## config.mk

```make
export PLATFORM = sky130hd
export DESIGN_NAME = irq_fiq_ctrl
export DESIGN_NICKNAME = d
export VERILOG_FILES = /design/src/rtl/irq_fiq_pkg.sv /design/src/rtl/irq_sync.sv /design/src/rtl/irq_regs.sv /design/src/rtl/irq_route.sv /design/src/rtl/irq_fiq_ctrl.sv
export SDC_FILE = /design/constraint.sdc
export NUM_CORES = 1
export LEC_CHECK = 0
export BUFFER_PORTS_ARGS = -buffer_cell sky130_fd_sc_hd__buf_2
export CAP_MARGIN = 0
export CORE_AREA = 4 4 108 110
export CTS_CLUSTER_DIAMETER = 60
export DETAILED_ROUTE_END_ITERATION = 8
export DIE_AREA = 0 0 112 114
export GPL_TIMING_DRIVEN = 0
export HOLD_SLACK_MARGIN = 0.05
export PLACE_DENSITY = 0.71
export REMOVE_ABC_BUFFERS = 1
export SLEW_MARGIN = 40
export SYNTH_ARGS = -nofsm -noshare
export SYNTH_HDL_FRONTEND = slang
export SYNTH_HIERARCHICAL = 1
export SYNTH_SLANG_ARGS = --single-unit
export TNS_END_PERCENT = 20
```

## constraint.sdc

```tcl
create_clock -name clk_i -period 1.6 [get_ports clk_i]
set_input_delay 0.08 -clock clk_i [delete_from_list [all_inputs] [get_ports clk_i]]
set_output_delay 0.08 -clock clk_i [all_outputs]
set_load 0.01 [all_outputs]
```

## src/rtl/irq_fiq_pkg.sv

```systemverilog
package irq_fiq_pkg;
  localparam int unsigned REG_AW = 3;
  typedef enum logic [REG_AW-1:0] {
    OFS_STATUS = 3'd0,
    OFS_EN_SET = 3'd1,
    OFS_EN_CLR = 3'd2,
    OFS_MODE   = 3'd3,
    OFS_LEVEL  = 3'd4,
    OFS_SEL    = 3'd5,
    OFS_TEST   = 3'd6,
    OFS_NONE   = 3'd7
  } reg_ofs_e;
endpackage

```

## src/rtl/irq_sync.sv

```systemverilog
module irq_sync #(
  parameter int unsigned WIDTH = 16
) (
  input  logic             clk_i,
  input  logic             rst_ni,
  input  logic [WIDTH-1:0] d_i,
  output logic [WIDTH-1:0] q_o
);
  for (genvar i = 0; i < WIDTH; i++) begin : g_bit
    logic s1_q, s2_q;
    always_ff @(posedge clk_i or negedge rst_ni) begin
      if (!rst_ni) begin
        s1_q <= 1'b0;
        s2_q <= 1'b0;
      end else begin
        s1_q <= d_i[i];
        s2_q <= s1_q;
      end
    end
    assign q_o[i] = s2_q;
  end
endmodule

```

## src/rtl/irq_regs.sv

```systemverilog
module irq_regs
  import irq_fiq_pkg::*;
#(
  parameter int unsigned NUM_SRC = 16
) (
  input  logic               clk_i,
  input  logic               rst_ni,
  input  logic               wr_en_i,
  input  logic               rd_en_i,
  input  logic [REG_AW-1:0]  addr_i,
  input  logic [NUM_SRC-1:0] wdata_i,
  input  logic [NUM_SRC-1:0] status_i,
  output logic [NUM_SRC-1:0] en_o,
  output logic [NUM_SRC-1:0] mode_o,
  output logic [NUM_SRC-1:0] level_o,
  output logic               sel_o,
  output logic [NUM_SRC-1:0] test_o,
  output logic [NUM_SRC-1:0] rdata_o,
  output logic               rvalid_o
);
  reg_ofs_e             ofs;
  logic [NUM_SRC-1:0]   en_q, mode_q, level_q, test_q, rd_mux, rdata_q;
  logic                 sel_q, rvalid_q;

  assign ofs = reg_ofs_e'(addr_i);

  always_ff @(posedge clk_i or negedge rst_ni) begin
    if (!rst_ni) begin
      en_q    <= '0;
      mode_q  <= '0;
      level_q <= '0;
      sel_q   <= 1'b0;
      test_q  <= '0;
    end else if (wr_en_i) begin
      unique case (ofs)
        OFS_EN_SET: en_q    <= en_q | wdata_i;
        OFS_EN_CLR: en_q    <= en_q & ~wdata_i;
        OFS_MODE:   mode_q  <= wdata_i;
        OFS_LEVEL:  level_q <= wdata_i;
        OFS_SEL:    sel_q   <= wdata_i[0];
        OFS_TEST:   test_q  <= wdata_i;
        default: ;
      endcase
    end
  end

  always_comb begin
    rd_mux = '0;
    unique case (ofs)
      OFS_STATUS:             rd_mux = status_i;
      OFS_EN_SET, OFS_EN_CLR: rd_mux = en_q;
      OFS_MODE:               rd_mux = mode_q;
      OFS_LEVEL:              rd_mux = level_q;
      OFS_SEL:                rd_mux = NUM_SRC'(sel_q);
      OFS_TEST:               rd_mux = test_q;
      default:                rd_mux = '0;
    endcase
  end

  always_ff @(posedge clk_i or negedge rst_ni) begin
    if (!rst_ni) begin
      rdata_q  <= '0;
      rvalid_q <= 1'b0;
    end else begin
      rvalid_q <= rd_en_i;
      if (rd_en_i) rdata_q <= rd_mux;
    end
  end

  assign en_o     = en_q;
  assign mode_o   = mode_q;
  assign level_o  = level_q;
  assign sel_o    = sel_q;
  assign test_o   = test_q;
  assign rdata_o  = rdata_q;
  assign rvalid_o = rvalid_q;
endmodule

```

## src/rtl/irq_route.sv

```systemverilog
module irq_route #(
  parameter int unsigned        NUM_SRC     = 16,
  parameter logic [NUM_SRC-1:0] LOW_OK_MASK = NUM_SRC'(32'h50)
) (
  input  logic [NUM_SRC-1:0] sync_i,
  input  logic [NUM_SRC-1:0] test_i,
  input  logic               sel_i,
  input  logic [NUM_SRC-1:0] level_i,
  input  logic [NUM_SRC-1:0] en_i,
  input  logic [NUM_SRC-1:0] mode_i,
  output logic [NUM_SRC-1:0] status_o,
  output logic               irq_o,
  output logic               fiq_o
);
  logic [NUM_SRC-1:0] live, pend;

  // polarity only on lines allowed to run active-low
  assign live     = sync_i ^ (level_i & LOW_OK_MASK);
  assign pend     = sel_i ? test_i : live;
  assign status_o = pend & en_i;
  assign irq_o    = |(status_o & ~mode_i);
  assign fiq_o    = |(status_o & mode_i);
endmodule

```

## src/rtl/irq_fiq_ctrl.sv

```systemverilog
module irq_fiq_ctrl
  import irq_fiq_pkg::*;
#(
  parameter int unsigned        NUM_SRC     = 16,
  parameter logic [NUM_SRC-1:0] LOW_OK_MASK = NUM_SRC'(32'h50)
) (
  input  logic               clk_i,
  input  logic               rst_ni,
  input  logic [NUM_SRC-1:0] src_i,
  input  logic               wr_en_i,
  input  logic               rd_en_i,
  input  logic [REG_AW-1:0]  addr_i,
  input  logic [NUM_SRC-1:0] wdata_i,
  output logic [NUM_SRC-1:0] rdata_o,
  output logic               rvalid_o,
  output logic               irq_o,
  output logic               fiq_o
);
  logic [NUM_SRC-1:0] sync_src, en_q, mode_q, level_q, test_q, status;
  logic               sel_q;

  irq_sync #(.WIDTH(NUM_SRC)) u_sync (
    .clk_i(clk_i), .rst_ni(rst_ni), .d_i(src_i), .q_o(sync_src)
  );

  irq_regs #(.NUM_SRC(NUM_SRC)) u_regs (
    .clk_i(clk_i), .rst_ni(rst_ni), .wr_en_i(wr_en_i), .rd_en_i(rd_en_i),
    .addr_i(addr_i), .wdata_i(wdata_i), .status_i(status),
    .en_o(en_q), .mode_o(mode_q), .level_o(level_q), .sel_o(sel_q),
    .test_o(test_q), .rdata_o(rdata_o), .rvalid_o(rvalid_o)
  );

  irq_route #(.NUM_SRC(NUM_SRC), .LOW_OK_MASK(LOW_OK_MASK)) u_route (
    .sync_i(sync_src), .test_i(test_q), .sel_i(sel_q), .level_i(level_q),
    .en_i(en_q), .mode_i(mode_q), .status_o(status), .irq_o(irq_o), .fiq_o(fiq_o)
  );
endmodule

```

==> flow_metrics.py, run 1 <==
metrics = {
    "die": {
        "num_rows": 38,
        "ios": 58,
        "initial_utilization_pct": 51.8,
        "die-area_sq_um": 12800,
        "coreArea_sq_um": 10700,
        "die_w_microns": 112,
        "die_y_microns": 114,
    },
    "sta": {
        "whs_ns": 0.0522,
        "layout_setup_ws_ns": -0.720,
        "max_slew.worst_pin.slew_ns": 0.821,
        "rsz0062_at_grt": "yes",
        "setup_tns_ns": -4.74,
        "relSlewSlack_pct": 45.2,
        "setup_violations": 18,
        "min_period_over_period_pct": 145,
        "period_needed_ns": 2.32,
        "fmax_ghz": 0.431,
        "hold_viol_final": 0,
        "maxSlewViolCount": 0,
        "finClkSkew_ns": 0.00572,
    },
    "critical_path": {
        "required_ns": 1.52,
        "cp-start-kind": "register",
        "worstPathMaxFanout": 6,
        "crit_arrival_ns": 2.24,
        "critPathKind": "register to primary output",
        "end_kind": "primary output",
    },
    "synth": {
        "syn-cell-area_sq_um": 5540,
        "syn_inst": 453,
        "yosysWarnings": 6,
        "synth_most_common_cell": "dfrtp_1",
        "ys_seq_area_share_pct": 51.5,
        "synth_seq_cells": 114,
        "avgSynthCellArea_sq_um": 12.2,
        "synth_commonest_cells": "dfrtp_1, mux2_2, mux2i_1",
        "synthDominantCellAreaShare_pct": 51.5,
        "synth_top_cell_by_area": "dfrtp_1",
        "async_flop_share_pct": 100,
        "yosysUniqueCellTypes": 40,
        "synth-edff-count": 0,
        "ys.flop_type": "dfrtp_1",
        "synth_area_leaders": "dfrtp_1, mux2_2, mux2_4",
    },
    "detailed_routing": {
        "drc_errors": 0,
        "totalWireLength_microns": 13200,
        "routedWlPerCell_microns": 19.5,
        "drt.antenna.violating_nets": 0,
        "drt_iter0_drc": 360,
        "viasPerCell": 5.79,
        "dr.pass1.iters": 6,
        "num_vias": 3921,
    },
    "global_routing": {
        "grt_usage_pct": 21.3,
        "met2_usage_pct": 34.9,
        "gr-max-usage-layer": "met2",
        "antenna_found_initial": 0,
        "grt_pass1_wl_microns": 21000,
        "use_met3_pct": 5.78,
        "grtUsageMet1_pct": 26.8,
        "grt_max_degree": 67,
        "grt_pass1_vias": 4088,
        "grt_remaining_overflow": 0,
    },
    "run_status": {
        "run_status": "finished, violations left",
        "failed_checks": "setup timing",
    },
    "clock_tree": {
        "clock_latency_ns": 0.51,
        "cts_buffers": 17,
        "cts_buffer_depth": 2,
        "htree_levels": 4,
        "clkSinkCount": 114,
        "clk_pin_slew_ns": 0.05,
        "tritoncts": "yes",
        "clock-root-buffer": "clkbuf_8",
    },
    "place": {
        "gp_congestion": 0.816,
        "placed_area_sq_um": 5700,
        "port_buffers": 57,
        "dp_hpwl_microns": 7380,
    },
    "final_layout": {
        "nets": 566,
        "layout-drive-gt1-share_pct": 35.2,
        "finalInstanceArea_sq_um": 6970,
        "syn_to_final_growth_pct": 25.9,
        "diodes": 0,
    },
    "flow_run": {
        "max_cap_violations": 0,
    },
    "worst_hold_path": {
        "worstHoldPathType": "primary input to asynchronous set/reset pin",
    },
    "power": {
        "p_leak_nw": 3.10,
        "vdd_drop_max_uv": 885,
        "power_mw": 9.50,
        "power_density_nw_per_um2": 1360,
    },
}
-- power by group --
| group | total [mW] | internal, mW | switching, mW |
|---|---|---|---|
| sequential | 3.76 | 3.35 | 0.407 |
| combinational | 2.34 | 1.27 | 1.07 |
| clock | 3.41 | 2.19 | 1.21 |
| total | 9.50 | 6.81 | 2.69 |
-- worst paths after layout --
kind                       cells past startpoint  slack (ns)               endpoint             startpoint
min in group clk_i                             4        0.20      u_regs/rdata_o[0]              addr_i[2]
hold reg to reg                                0        0.35  u_sync/g_bit[12].s2_q  u_sync/g_bit[12].s1_q
setup / recovery                               7       -0.72                  irq_o           u_regs/sel_o
hold / removal                                 2        0.05   u_sync/g_bit[3].s1_q                 rst_ni
setup reg to reg                               8       -0.40      u_regs/rdata_o[8]           u_regs/sel_o
max in group asynchronous                      3        0.91      u_regs/level_o[9]                 rst_ni
-- stage by stage --
stage	setup slack, ns	utilization (%)	std cells
after CTS	-0.731	64.3	676
after detailed placement	-0.773	53.2	604
after global routing	-0.802	65.1	677
after global placement	-1.12	52.8	603
final	-0.720	65.1	677
after floorplan	-0.315	-	406
-- cell families (layout without fill, tap and decap cells) --
kind of cell	after synthesis	in the layout	share of synthesized area, %
AOI/OAI and AO/OA	100	100	12.4
xor gates and xnor gates	3	3	0.475
buffers and inverters	73	157	8.00
DFF	114	114	51.5
muxes	96	96	20.3
and+or+nand+nor	67	67	7.30
-- cell type report --
class                   instances  area, sq um
inverters                      26         97.6
clock inverters                 4         22.5
fillers                       795         3730
flip-flops and latches        114         2860
multi-input cells             266         2480
repair buffers                102          810
clock buffers                  25          524
well taps                     140          175
-- metal layers --
| metal | vias up | wire (microns) |
|---|---|---|
| met3 | 17 | 852 |
| li1 | 1788 | - |
| met4 | 0 | 205 |
| met2 | 151 | 6530 |
| met5 | - | 0 |
| met1 | 1965 | 5630 |
-- what timing repair did --
item / 4_1_cts / 5_1_grt
hold buffers: 36 / 0
resized for setup: 33 / 14
pin swaps: 9 / 9
cloned: 1 / 0
buffers inserted: 6 / 1
hold endpoints to repair: 197 / 0
endpoints found under the setup margin: 45 / 40
-- worst max-delay path, cell delays in order (launching register included) --
cell and delay, ns:
dfrtp_4 0.49, buf_12 0.16, buf_12 0.14, mux2i_4 0.19, o32ai_1 0.40, nor4_2 0.10, nand3_1 0.10, buf_2 0.14
-- layout by cell type (no fill, tap or decap), types with 3 or more instances in the layout --
cell type,netlist,final
a21oi_1,17,17
a222oi_1,14,14
a22oi_1,3,3
a31oi_1,16,16
buf_12,2,3
buf_2,7,54
buf_4,20,4
clkbuf_16,0,16
clkbuf_8,0,9
clkinv_2,0,3
dfrtp_1,114,113
dlygate4sd3_1,0,36
inv_1,26,26
mux2_2,44,44
mux2_4,20,20
mux2i_1,30,19
mux2i_4,0,13
nand2_1,14,14
nand2b_1,8,8
nand3_1,4,4
nand3b_1,14,14
nor2_1,8,8
nor2b_1,6,5
o21ai_0,16,13
o21ai_1,0,3
o22ai_1,21,18
o22ai_2,0,3
o32ai_1,6,5
xor2_1,3,3
No activity file was read; power rests on OpenSTA's default activity.
==> inputs of run 2 (changes only) <==
Settings changed: CAP_MARGIN 0 to unset, CORE_AREA 4 4 108 110 to 4 4 106 108, DIE_AREA 0 0 112 114 to 0 0 110 112.
Clock period 1.6 ns to 2.9 ns, I/O delays scaled along.
==> run 2 against run 1 <==
  * The flow now finishes without violations
  * Hold slack better by 0.068 ns
  * Clock skew up 0.00096 ns
  * Worst setup slack better by 0.92 ns
  * Die area down 3.5%
  * Clock power down 48%
  * Core utilization down 0.98 points
  * Global-route usage up 0.61 points
  * Register-to-register slack better by 1.1 ns
  * Critical path type unchanged
  * Critical endpoint unchanged
  * Largest cell class unchanged
==> flow_metrics.py, run 2 (synthesis gave the netlist of run 1 again) <==
metrics = {
    "sta": {
        "maxSlewViolCount": 0,
        "setup_tns_ns": 0,
        "period_needed_ns": 2.70,
        "setup_violations": 0,
        "fmax_ghz": 0.370,
        "min_period_over_period_pct": 93.2,
        "relSlewSlack_pct": 45.4,
        "finClkSkew_ns": 0.00668,
        "hold_viol_final": 0,
        "rsz0062_at_grt": "no",
        "max_slew.worst_pin.slew_ns": 0.818,
    },
    "die": {
        "initial_utilization_pct": 54.1,
        "die_y_microns": 112,
        "die-area_sq_um": 12300,
        "num_rows": 37,
        "coreArea_sq_um": 10200,
        "ios": 58,
        "die_w_microns": 110,
    },
    "critical_path": {
        "cp_cell_sequence": "mux2i_1 > o32ai_1 > a2111oi_2 > nand3_1 > buf_2",
        "path_delay_family": "flip-flops",
        "slowest_stage": "dfrtp_2",
        "end_kind": "primary output",
        "cp_num_buf_inv": 1,
        "critical_path.max_stage_delay_ns": 0.79,
        "required_ns": 2.76,
        "cp-start-kind": "register",
        "worstPathMaxFanout": 20,
        "crit_arrival_ns": 2.56,
        "critPathKind": "register to primary output",
        "rrSetupSlack_ns": 0.73,
    },
    "clock_tree": {
        "htree_levels": 4,
        "clock-root-buffer": "clkbuf_8",
        "cts_buffer_depth": 2,
        "clock_latency_ns": 0.51,
        "clkSinkCount": 114,
        "clk_pin_slew_ns": 0.06,
        "tritoncts": "yes",
        "cts_buffers": 17,
        "cts_setup_buffers": 0,
    },
    "flow_run": {
        "max_cap_violations": 0,
    },
    "global_routing": {
        "grt_pass1_wl_microns": 20600,
        "grt_max_degree": 70,
        "grt_usage_pct": 21.9,
        "antenna_found_initial": 0,
        "met2_usage_pct": 33.9,
        "use_met3_pct": 6.26,
        "grtUsageMet1_pct": 29.4,
        "gr-max-usage-layer": "met2",
        "grt_pass1_vias": 3925,
        "grt_remaining_overflow": 0,
    },
    "detailed_routing": {
        "dr.pass1.iters": 5,
        "drt_iter0_drc": 373,
        "drc_errors": 0,
        "routedWlPerCell_microns": 18.9,
        "viasPerCell": 5.83,
        "num_vias": 3883,
        "totalWireLength_microns": 12600,
        "drt.antenna.violating_nets": 0,
    },
    "place": {
        "port_buffers": 57,
        "dp_cells": 600,
        "dp_hpwl_microns": 7300,
        "gp_congestion": 0.807,
    },
    "worst_hold_path": {
        "worstHoldPathType": "primary input to asynchronous set/reset pin",
    },
    "power": {
        "power_density_nw_per_um2": 740,
        "vdd_drop_max_uv": 530,
        "p_leak_nw": 3.01,
    },
    "final_layout": {
        "stdcell_count": 666,
        "final_common_cell": "dfrtp_1",
        "diodes": 0,
        "nets": 558,
        "syn_to_final_growth_pct": 18.6,
        "n_fill_cell": 802,
        "final_cell_mix": "dfrtp_1, buf_2, mux2_2, dlygate4sd3_1, mux2i_1",
        "layout-drive-gt1-share_pct": 30.2,
    },
    "run_status": {
        "run_status": "finished, final reports clean",
    },
}
[run 2: changes by cell type in the layout (fill, tap and decap cells not counted), moves of 3 or more]
cell	change
clkbuf_8	-4
buf_12	-3
o21ai_1	-3
o22ai_1	+3
clkbuf_1	+3
mux2i_1	+11
o22ai_2	-3
buf_4	-3
o21ai_0	+3
mux2i_4	-13
[run 2: final timing paths]
path,from,end,depth (start not counted)
worst min-delay path,rst_ni,u_regs/level_o[11],2
worst max register to register,u_regs/sel_o,u_regs/rdata_o[8],6
worst min register to register,u_sync/g_bit[14].s1_q,u_sync/g_bit[14].s2_q,0
min in group clk_i,src_i[12],u_sync/g_bit[12].s1_q,2
worst max-delay path,u_regs/sel_o,irq_o,5
max in group asynchronous,rst_ni,asynchronous set/reset pin,3
[run 2: area by class of cell]
type	instances	area (sq um)	area share [%]
flip-flops and latches	114	2850	43.5
inverters	26	97.6	1.49
well taps	136	170	2.59
multi-input cells	266	2240	34.2
clock buffers	24	480	7.32
clock inverters	6	32.5	0.496
repair buffers	94	686	10.4
[run 2: per-stage QoR]
step	power, mW	util (%)	hold slack, ns	instance area (sq um)	setup WS [ns]
finish	4.85	64.2	0.120	6570	0.196
global route	5.12	64.2	0.132	6570	0.0195
CTS	4.89	64.2	0.115	6560	0.147
detailed placement	3.05	55.6	0.0651	5690	0.414
global placement	3.00	55.2	0.253	5650	0.0870
floorplan	2.71	-	-0.151	5190	0.985
[run 2: what timing repair did]
action | 4_1_cts | 5_1_grt
hold buffers | 36 | 0
endpoints found under the hold margin | 197 | 0
resized for setup | 0 | 0
[run 2: report_power, final]
part           switching, mW  internal, mW  total, mW
clock network          0.659          1.12       1.78
registers              0.229          1.85       2.07
logic                  0.467         0.536       1.00
[run 2: layer usage]
metal,wire length (microns),up-vias
met5,0,-
met4,167,0
met3,943,22
met2,6130,145
met1,5370,1942
li1,-,1774
==> inputs of run 3 (changes only) <==
Settings changed: CORE_AREA 4 4 106 108 to 4 4 116 118, DIE_AREA 0 0 110 112 to 0 0 120 122, PLACE_DENSITY 0.71 to 0.6.
==> run 3 against run 2 <==
  * Fmax increased by 2.5%
  * First-iteration DRC count is 20% lower
  * Sequential power is essentially flat
  * Critical path depth did not move
  * Design area grew 1.5%
  * Sequential share of layout area shrank 0.63 points
  * Via count is 2.3% lower
  * Total power is 5.3% higher
  * Count of clock-buffer cells in the layout is 5 lower
  * Clock skew rose by 0.0014 ns
  * Final cell count up 5.1%
  * Core utilization down 11 points
  * Critical endpoint unchanged
==> flow_metrics.py, run 3 (synthesis gave the netlist of run 1 again) <==
metrics = {
    "run_status": {
        "run_status": "finished, final reports clean",
    },
    "global_routing": {
        "met2_usage_pct": 29.2,
        "grt_max_degree": 66,
        "use_met3_pct": 5.39,
        "grt_usage_pct": 18.2,
        "gr-max-usage-layer": "met2",
        "grt_remaining_overflow": 0,
        "antenna_found_initial": 0,
        "grt_pass1_wl_microns": 20200,
        "grt_pass1_vias": 3824,
        "grtUsageMet1_pct": 23.4,
    },
    "final_layout": {
        "diodes": 0,
        "nets": 556,
        "final_common_cell": "dfrtp_1",
        "finalInstanceArea_sq_um": 6660,
        "layout-drive-gt1-share_pct": 30.9,
        "final_cell_mix": "dfrtp_1, buf_2, mux2_2, dlygate4sd3_1, mux2i_1",
        "syn_to_final_growth_pct": 20.3,
        "stdcell_count": 700,
    },
    "worst_hold_path": {
        "whs_path_depth": 1,
        "worstHoldPathType": "primary input to register",
    },
    "detailed_routing": {
        "totalWireLength_microns": 12700,
        "drc_errors": 0,
        "drt.antenna.violating_nets": 0,
        "viasPerCell": 5.42,
        "drt_iter0_drc": 297,
        "dr.pass1.iters": 6,
        "routedWlPerCell_microns": 18.1,
        "num_vias": 3793,
    },
    "flow_run": {
        "max_cap_violations": 0,
    },
    "die": {
        "coreArea_sq_um": 12500,
        "die_y_microns": 122,
        "num_rows": 41,
        "die_w_microns": 120,
        "initial_utilization_pct": 44.4,
        "die-area_sq_um": 14600,
        "ios": 58,
    },
    "sta": {
        "layout_setup_ws_ns": 0.263,
        "maxSlewViolCount": 0,
        "rsz0062_at_grt": "no",
        "fmax_ghz": 0.379,
        "min_period_over_period_pct": 90.9,
        "relSlewSlack_pct": 46.1,
        "setup_tns_ns": 0,
        "hold_viol_final": 0,
        "finClkSkew_ns": 0.00808,
        "setup_violations": 0,
        "period_needed_ns": 2.64,
        "max_slew.worst_pin.slew_ns": 0.809,
    },
    "place": {
        "port_buffers": 57,
        "dpl_worst_slack_ns": 0.462,
        "gp_congestion": 0.762,
        "placed_area_sq_um": 5740,
        "dp_cells": 636,
        "dp_hpwl_microns": 7560,
    },
    "clock_tree": {
        "clkSinkCount": 114,
        "cts_buffer_depth": 2,
        "tritoncts": "yes",
        "cts_buffers": 17,
        "htree_levels": 4,
        "clock_latency_ns": 0.41,
        "cts_setup_buffers": 0,
        "clock-root-buffer": "clkbuf_16",
        "clk_pin_slew_ns": 0.05,
    },
    "power": {
        "p_leak_nw": 3.03,
        "power_density_nw_per_um2": 767,
        "vdd_drop_max_uv": 510,
    },
    "critical_path": {
        "rrSetupSlack_ns": 0.74,
        "end_kind": "primary output",
        "cp_cell_sequence": "mux2i_1 > nor3b_1 > a2111oi_2 > nand3_1 > buf_2",
        "critical_path.max_stage_delay_ns": 0.79,
        "required_ns": 2.76,
        "reg2reg_depth": 6,
        "cp_num_buf_inv": 1,
        "path_delay_family": "flip-flops",
        "worstPathMaxFanout": 20,
        "slowest_stage": "dfrtp_2",
        "cp-start-kind": "register",
        "crit_arrival_ns": 2.49,
        "critPathKind": "register to primary output",
        "cp_num_cells": 5,
    },
}
[run 3: per-layer routing]
layer / routed length, microns / up-vias
li1: - / 1769
met1: 5740 / 1899
met2: 6160 / 112
met3: 649 / 13
met4: 138 / 0
met5: 0 / -
[run 3: cell type report]
type                    instances  area, sq um
clock inverters                11          139
well taps                     172          215
fillers                      1116         5800
flip-flops and latches        114         2850
clock buffers                  19          443
inverters                      26         97.6
multi-input cells             266         2250
repair buffers                 92          667
[run 3: final timing paths]
path / startpoint / end
worst max-delay path: u_regs/sel_o / irq_o
worst min-delay path: rd_en_i / u_regs/rvalid_o
worst max register to register: u_regs/sel_o / u_regs/rdata_o[15]
worst min register to register: u_sync/g_bit[2].s1_q / u_sync/g_bit[2].s2_q
max in group asynchronous: rst_ni / u_regs/sel_o
min in group asynchronous: rst_ni / u_sync/g_bit[12].s1_q
[run 3: power breakdown]
part | switching [mW] | internal [mW]
clock network | 0.696 | 1.35
logic | 0.464 | 0.534
registers | 0.220 | 1.85
[run 3: through the flow]
| stage | hold slack, ns | util [%] | total power [mW] |
|---|---|---|---|
| finish | 0.120 | 53.4 | 5.11 |
| global route | 0.112 | 53.4 | 5.39 |
| CTS | 0.102 | 53.3 | 5.17 |
| detailed placement | 0.0751 | 46.0 | 3.05 |
| global placement | 0.253 | 45.7 | 3.01 |
| floorplan | -0.151 | - | 2.71 |
[run 3: what timing repair did]
item	4_1_cts	5_1_grt
resized for setup	0	0
hold buffers	33	0
endpoints found under the hold margin	192	0
